[config.mk]
export PLATFORM = sky130hd
export DESIGN_NAME = sdm3_ff_mod
export DESIGN_NICKNAME = d
export VERILOG_FILES = /design/src/rtl/sdm3_ff_mod.sv
export SDC_FILE = /design/constraint.sdc
export NUM_CORES = 1
export LEC_CHECK = 0
export BUFFER_PORTS_ARGS = -buffer_cell sky130_fd_sc_hd__buf_2
export CAP_MARGIN = 0
export CORE_MARGIN = 4
export CORE_UTILIZATION = 55
export CTS_BUF_LIST = sky130_fd_sc_hd__clkbuf_8 sky130_fd_sc_hd__clkbuf_16
export CTS_CLUSTER_DIAMETER = 100
export CTS_CLUSTER_SIZE = 12
export DETAILED_ROUTE_END_ITERATION = 6
export PLACE_DENSITY_LB_ADDON = 0.3
export SKIP_LAST_GASP = 1
export SLEW_MARGIN = 15
export SYNTH_ARGS = -nofsm -noshare
export SYNTH_HDL_FRONTEND = slang
export SYNTH_SLANG_ARGS = --single-unit
[constraint.sdc]
create_clock -name clk -period 8.11 [get_ports clk]
set_input_delay 0.4055 -clock clk [delete_from_list [all_inputs] [get_ports clk]]
set_output_delay 0.4055 -clock clk [all_outputs]
set_load 0.02 [all_outputs]
[src/rtl/sdm3_ff_mod.sv]
module sdm3_ff_mod #(
  parameter int IN_W   = 24,
  parameter int CODE_W = 5,
  parameter int GUARD  = 6,
  parameter int LFSR_W = 23,
  parameter int TAP    = 18
) (
  input  logic                   clk,
  input  logic                   rst,
  input  logic                   en,
  input  logic                   dith_en,
  input  logic signed [IN_W-1:0] x_in,
  output logic [CODE_W-1:0]      code
);

  localparam int W    = IN_W + GUARD;
  localparam int SW   = W + 4;
  localparam int QS   = IN_W - CODE_W;
  localparam int MID  = 1 << (CODE_W - 1);
  localparam int TOPC = (1 << CODE_W) - 1;
  localparam logic signed [SW-1:0]  HALF = SW'(1) <<< (QS - 1);
  localparam logic signed [W+1:0]   IMAX = (W+2)'(1) <<< (W - 1);
  localparam logic signed [W+1:0]   HI   = IMAX - (W+2)'(1);
  localparam logic signed [W+1:0]   LO   = -IMAX;
  localparam logic signed [W-1:0]   I_HI = HI[W-1:0];

  logic signed [W-1:0] i1, i2, i3;
  logic [LFSR_W-1:0]   lfsr;

  function automatic logic signed [W-1:0] sat(input logic signed [W+1:0] v);
    if (v > HI)      return HI[W-1:0];
    else if (v < LO) return LO[W-1:0];
    else             return v[W-1:0];
  endfunction

  wire signed [SW-1:0] xs  = x_in;
  wire signed [SW-1:0] i1x = i1;
  wire signed [SW-1:0] i2x = i2;
  wire signed [SW-1:0] i3x = i3;
  wire signed [QS-1:0] draw = lfsr[QS-1:0];
  wire signed [SW-1:0] dfull = draw;
  wire signed [SW-1:0] dx = dith_en ? dfull : '0;

  wire signed [SW-1:0] y  = xs + (i1x <<< 1) + i1x + (i2x <<< 1) + i2x + i3x + dx;
  wire signed [SW-1:0] yr = y + HALF;
  wire signed [SW-1:0] qs = yr >>> QS;
  wire signed [SW-1:0] qoff = qs + SW'(MID);

  logic [CODE_W-1:0] q_next;
  always_comb begin
    if (qs < -MID)          q_next = '0;
    else if (qs > MID - 1)  q_next = CODE_W'(TOPC);
    else                    q_next = qoff[CODE_W-1:0];
  end

  wire signed [CODE_W:0] qc  = $signed({1'b0, q_next}) - (CODE_W+1)'(MID);
  wire signed [W:0]      qcx = qc;
  wire signed [W:0]      fb  = qcx <<< QS;
  wire signed [W:0]      xe  = x_in;
  wire signed [W:0]      e   = xe - fb;

  wire signed [W+1:0] s1 = (W+2)'(i1) + (W+2)'(e);
  wire signed [W+1:0] s2 = (W+2)'(i2) + (W+2)'(i1);
  wire signed [W+1:0] s3 = (W+2)'(i3) + (W+2)'(i2);

  wire fb_bit = lfsr[LFSR_W-1] ^ lfsr[TAP-1];

  always_ff @(posedge clk) begin
    if (rst) begin
      code <= CODE_W'(MID);
      i1   <= '0;
      i2   <= '0;
      i3   <= '0;
      lfsr <= LFSR_W'(1);
    end else if (en) begin
      code <= q_next;
      i1   <= sat(s1);
      i2   <= sat(s2);
      i3   <= sat(s3);
      lfsr <= {lfsr[LFSR_W-2:0], fb_bit};
    end
  end

  AST_RESET_MID: assert property (@(posedge clk) rst |=> code == CODE_W'(MID));
  AST_HOLD_PAUSED: assert property (@(posedge clk) disable iff (rst) !en |=> $stable(code) && $stable(i3));
  AST_LFSR_ALIVE: assert property (@(posedge clk) disable iff (rst) en |=> lfsr != '0);
  AST_NO_OVERFLOW: assert property (@(posedge clk) disable iff (rst) (en && i1 == I_HI && e > 0) |=> i1 == I_HI);
  AST_FULLSCALE_TOP: assert property (@(posedge clk) disable iff (rst)
    (en && x_in == {1'b0, {(IN_W-1){1'b1}}} && code == CODE_W'(TOPC) && i1 >= 0 && i2 >= 0 && i3 >= 0)
    |=> code == CODE_W'(TOPC));

endmodule

==> flow_metrics.env, run 1 <==
export IMPL_status="finished clean"
export IMPL_antenna_found_initial=0
export IMPL_clk_latency_ps=430
export IMPL_numCtsBuffers=17
export IMPL_synth_edf_count=0
export IMPL_report_final_slew_viol_count=0
export IMPL_fin_crit_sh_pct=98.27
export IMPL_io_pins=33
export IMPL_fin_crit_ps=7970
export IMPL_busiest_layer="met2"
export IMPL_synth_area_mm2=0.01603
export IMPL_numPortBuffers=32
export IMPL_cp_end_kind="register"
export IMPL_worstSetupPathType="register to register"
export IMPL_drtAntennaViolNets=0
export IMPL_die_x_um=178.7
export IMPL_dpl_hpwl_um=33350
export IMPL_cts_clk_slew_worst_paths_ps=70
export IMPL_ys_flop_type="dfxtp_1"
export IMPL_synth_seq_cells=118
export IMPL_routed_wl_um=43110
export IMPL_synth_warnings=0
export IMPL_worst_slew_pin_slew_ps=1069
export IMPL_finalHoldViolCount=0
export IMPL_critical_path_required_ps=8440
export IMPL_finClkSkew_ps=15.71
export IMPL_drt_initial_drc_count=1208
export IMPL_ys_seq_area_share_pct=14.73
export IMPL_cap_violations=0
export IMPL_grt_pass1_vias=12860
export IMPL_met2_usage_pct=39.72
export IMPL_grt_use_met1_pct=39.25
export IMPL_clockBufferDepth=2
export IMPL_cts_tree="done"
export IMPL_grt_max_degree=78
export IMPL_initial_utilization_pct=55.86
export IMPL_cp_data_arrival_time_ps=8300
export IMPL_final_layout_size_suffix_gt1_share_pct=20.07
export IMPL_drc_errors=0
export IMPL_syn_inst=1876
export IMPL_netlist_area_leader_share_pct=20.35
export IMPL_rows=62
export IMPL_core_mm2=0.02870
export IMPL_cpMostUsedCell="fa_1"
export IMPL_grt_setup_unrepaired="true"
export IMPL_ctsHoldBuffers=0
export IMPL_fin_setup_tns_ps=0
export IMPL_crit_slowest_cell="fa_1"
export IMPL_die_y_um=178.7
export IMPL_grt_overflow=0
export IMPL_cp_max_fo=8
export IMPL_wire_per_inst_um=18.18
export IMPL_grt_usage_pct=25.91
export IMPL_synthTopCellsByArea="fa_1, dfxtp_1, ha_1"
export IMPL_fmax_mhz=125.5
export IMPL_synth_net_count=2241
export IMPL_slowest_delay_ps=540
export IMPL_cts_sinks=118
export IMPL_hold_class="register to register"
export IMPL_yosys_area_top_type="fa_1"
export IMPL_dr_pass1_iters=5
export IMPL_area_delta_synth_final_pct=15.87
export IMPL_cp_start_kind="register"
export IMPL_grt_pass1_wl_um=65870
export IMPL_synth_avg_cell_area_um2=8.546
export IMPL_h_tree_depth=4
export IMPL_gp_congestion=0.9226
export IMPL_ys_types=77
export IMPL_n_antenna_cell=0
export IMPL_via_per_inst=5.769
export IMPL_clockRootBuffer="clkbuf_16"
export IMPL_vias=13680
export IMPL_relSlewSlack_pct=28.71
export IMPL_die_area_mm2=0.03195
export IMPL_ys_async_sr_fraction_pct=0
export IMPL_met3_usage_pct=3.037
export IMPL_fin_nets=2340
export IMPL_setup_viol=0
-- metrics by stage --
step	cells	setup slack, ps	hold WS (ps)	area [um^2]	utilization, %
2_1_floorplan	1876	92.68	460.1	16030	-
3_3_place_gp	2326	35.73	441.6	17170	59.82
3_5_place_dp	2326	-166.4	447.9	17170	59.82
4_1_cts	2358	9.093	463.3	17820	62.07
5_1_grt	2372	-158.5	477.3	18580	64.72
6_report	2372	140.4	466.9	18580	64.72
-- worst max-delay path: cells and delay by family (launching register included) --
kind | cells | cell delay, ps
AO/OA/AOI/OAI | 13 | 2190
AND/OR/NAND/NOR | 8 | 1240
buffers and inverters | 6 | 760
adder cells (fa/ha/maj) | 8 | 3230
flip-flops | 1 | 430
-- timing repair --
item | in CTS | in global routing
resized for setup | 7 | 171
pin swaps | 3 | 54
setup buffers | 0 | 9
cloned | 0 | 6
setup endpoints to repair | 28 | 30
-- routing by layer --
layer	up-vias	wire length (um)
li1	6581	-
met1	6589	20180
met2	450	19100
met3	64	2693
met4	0	1139
met5	-	0
-- cell type report --
cell class	instances	area (um^2)
fill	2358	10130
clock buffer	19	452.9
clock inverter	13	171.4
inverter	321	1215
sequential	118	2420
timing repair buffer	144	1120
tap	384	480.5
multi-input combinational	1373	12720
-- final timing paths --
path / start / cells past startpoint / end / slack, ps
worst max-delay path: i3[26] / 35 / i1[26] / 140
worst min register to register: code[2] / 2 / code[2] / 470
worst max register to register: i3[26] / 35 / i1[26] / 140
worst min-delay path: code[2] / 2 / code[2] / 470
-- cells in the mapped netlist, types with 6 or more instances --
cell type / n
maj3_2: 21
or3_1: 7
dfxtp_1: 118
inv_1: 321
a311oi_1: 29
nor2_1: 171
a21oi_1: 95
o21ai_0: 84
fa_1: 163
ha_1: 174
mux2i_1: 29
a31oi_1: 13
nand2b_1: 18
xor2_1: 38
nand2_1: 79
nand3_1: 27
a211oi_2: 22
nand4_1: 12
and3_1: 14
a21o_1: 58
xnor2_1: 50
nor2b_1: 12
a211oi_1: 41
o21bai_1: 9
maj3_1: 33
nor3_1: 17
o21a_1: 17
and2_1: 24
or2_2: 9
o31ai_1: 12
clkbuf_1: 54
o21ai_1: 8
o211ai_1: 6
-- layout by cell type, fill, tap and decap left out, types with 14 or more instances in the layout --
cell,instances
and3_1,14
dfxtp_2,40
nand2b_1,17
maj3_1,23
a211oi_2,39
a21o_1,58
xnor2_1,46
mux2i_1,29
buf_2,30
nand3_1,24
and2_1,24
a311oi_1,29
o21ai_0,78
inv_2,26
a21oi_1,86
nand2_1,77
ha_4,15
inv_1,291
nor2_1,163
a211oi_1,24
clkbuf_16,21
xor2_1,38
dfxtp_1,76
nor3_1,17
o21a_1,17
buf_4,103
fa_1,162
maj3_2,31
ha_1,158
-- cell families (layout without fill, tap and decap cells) --
| group | Yosys count | in the layout | synth area share (%) |
|---|---|---|---|
| buffers and inverters | 385 | 497 | 9.279 |
| AOI/OAI and AO/OA | 447 | 447 | 19.46 |
| muxes | 31 | 31 | 1.951 |
| DFF | 118 | 118 | 14.73 |
| xor gates and xnor gates | 89 | 89 | 4.909 |
| adders and majority gates | 391 | 391 | 37.47 |
| and+or+nand+nor | 415 | 415 | 12.21 |
-- state kept, by name, indices dropped and copies added, names as in the netlist --
register and cells:
i1 30, code 5, i2 30, lfsr 23, i3 30
Power of run 1 is not shown: default switching activity piles up to over one toggle a cycle in this logic, so the estimate is an artifact.
==> inputs of run 2 (changes only) <==
CORE_ASPECT_RATIO = 1.2   (was unset)
CORE_MARGIN = 2   (was 4)
==> run 2 against run 1 <==
- count of clock-buffer cells in the layout increased by 1
- worst setup slack better by 66 ps
- fmax grew 0.83%
- largest cell class unchanged
- final area is 0.25% higher
- via count increased by 0.98%
- worst hold slack got worse by 10 ps
- critical path depth is 1 higher
- sequential cell count is the same
- non-clock buffer count increased by 25
- wire length up 0.84%
- final cell count increased by 1.1%
==> flow_metrics.env, run 2 (synthesis gave the netlist of run 1 again) <==
export IMPL_vias=13820
export IMPL_cpMostUsedCell="fa_1"
export IMPL_clockRootBuffer="clkbuf_16"
export IMPL_report_final_slew_viol_count=0
export IMPL_relSlewSlack_pct=13.54
export IMPL_met2_usage_pct=47.44
export IMPL_regArea_mm2=0.002374
export IMPL_core_mm2=0.02876
export IMPL_area_delta_synth_final_pct=16.15
export IMPL_final_layout_size_suffix_gt1_share_pct=18.68
export IMPL_grt_use_met1_pct=38.59
export IMPL_numCtsBuffers=17
export IMPL_met3_usage_pct=2.907
export IMPL_n_antenna_cell=0
export IMPL_grt_overflow=0
export IMPL_dpl_hpwl_um=33150
export IMPL_cp_max_fo=7
export IMPL_cts_sinks=118
export IMPL_cp_start_kind="register"
export IMPL_grt_max_degree=118
export IMPL_cp_data_arrival_time_ps=8260
export IMPL_grt_pass1_wl_um=69210
export IMPL_drtAntennaViolNets=0
export IMPL_final_cell_mix="inv_1, nor2_1, ha_1"
export IMPL_initial_utilization_pct=55.75
export IMPL_dp_cells=2354
export IMPL_slowest_delay_ps=590
export IMPL_hold_ws_ps=456.9
export IMPL_die_y_um=191.0
export IMPL_fin_cells=2398
export IMPL_numPortBuffers=32
export IMPL_largest_registers="i1 (30), i2 (30), i3 (30)"
export IMPL_fill_cells=2373
export IMPL_cp_end_kind="register"
export IMPL_io_pins=33
export IMPL_clockBufferDepth=2
export IMPL_fmax_mhz=126.5
export IMPL_drt_initial_drc_count=992
export IMPL_drc_errors=0
export IMPL_rows=68
export IMPL_h_tree_depth=4
export IMPL_cts_tree="done"
export IMPL_mostFrequentLayoutCell="inv_1"
export IMPL_worstSetupPathType="register to register"
export IMPL_min_path_cells=2
export IMPL_dpl_worst_slack_ps=-362.6
export IMPL_gp_congestion=0.9175
export IMPL_finClkSkew_ps=12.46
export IMPL_fin_nets=2365
export IMPL_cap_violations=0
export IMPL_fin_crit_ps=7904
export IMPL_multi_input_area_mm2=0.01267
export IMPL_grt_pass1_vias=13810
export IMPL_antenna_found_initial=0
export IMPL_die_area_mm2=0.03054
export IMPL_setup_viol=0
export IMPL_busiest_layer="met2"
export IMPL_via_per_inst=5.762
export IMPL_status="finished clean"
export IMPL_finalHoldViolCount=0
export IMPL_dr_pass1_iters=5
export IMPL_critical_path_required_ps=8470
export IMPL_wire_per_inst_um=18.13
export IMPL_die_x_um=159.9
export IMPL_fin_crit_sh_pct=97.46
export IMPL_clk_latency_ps=440
export IMPL_ff2ff_path_depth=36
export IMPL_crit_slowest_cell="fa_1"
export IMPL_worst_slew_pin_slew_ps=1294
export IMPL_cts_clk_slew_worst_paths_ps=60
export IMPL_hold_class="register to register"
export IMPL_grt_usage_pct=28.39
export IMPL_worst_slack_ps=206.4
export IMPL_routed_wl_um=43480
==> run 2: cell count changes in the layout (fill, tap and decap cells not counted), moves of 5 or more <==
cell     change
inv_2        -8
dfxtp_2     -31
maj3_2       -5
dfxtp_1     +33
inv_1       +11
maj3_1       +5
buf_4       +23
==> run 2: area by class of cell <==
class | instances | share of cell area [%]
Clock buffer | 20 | 2.506
Clock inverter | 12 | 0.6316
Inverter | 321 | 6.483
Multi-Input combinational cell | 1373 | 68.03
Sequential cell | 118 | 12.75
Tap cell | 385 | 2.587
Timing Repair Buffer | 169 | 7.021
==> run 2: metrics by stage <==
step           area (um^2)  util, %  setup TNS [ps]
6_report             18620    64.76               0
5_1_grt              18620    64.76           -1694
4_1_cts              18110    62.99               0
3_5_place_dp         17370    60.42           -8544
3_3_place_gp         17370    60.42           -9721
2_1_floorplan        16030        -               0
==> run 2: worst paths after layout <==
kind                              start  endpoint  slack (ps)
worst max-delay path             i2[17]     i1[0]         210
worst max register to register   i2[17]     i1[0]         210
worst min-delay path            code[2]   code[2]         460
worst min register to register  code[2]   code[2]         460
==> run 2: layer usage <==
| layer | wire (um) | part of all wire (%) |
|---|---|---|
| met1 | 19230 | 44 |
| met2 | 20500 | 47 |
| met3 | 2401 | 5.5 |
| met4 | 1343 | 3.1 |
| met5 | 0 | 0 |
==> run 2: worst max-delay path, delay by kind of cell, from the launching register on <==
kind                     cells  cell delay, ps
AO/OA/AOI/OAI                8            1610
XOR/XNOR                     2             340
adder cells (fa/ha/maj)      8            3390
buffers and inverters        9             920
flip-flops                   1             340
AND/OR/NAND/NOR              9            1190
==> run 2: what timing repair did <==
action                     4_1_cts  5_1_grt
setup buffers                    2        5
setup endpoints to repair       29       30
resized for setup               21      105
pin swaps                       12       68
hold buffers                     0        0
cloned                           2        3
Power of run 2 is left out for the same reason.
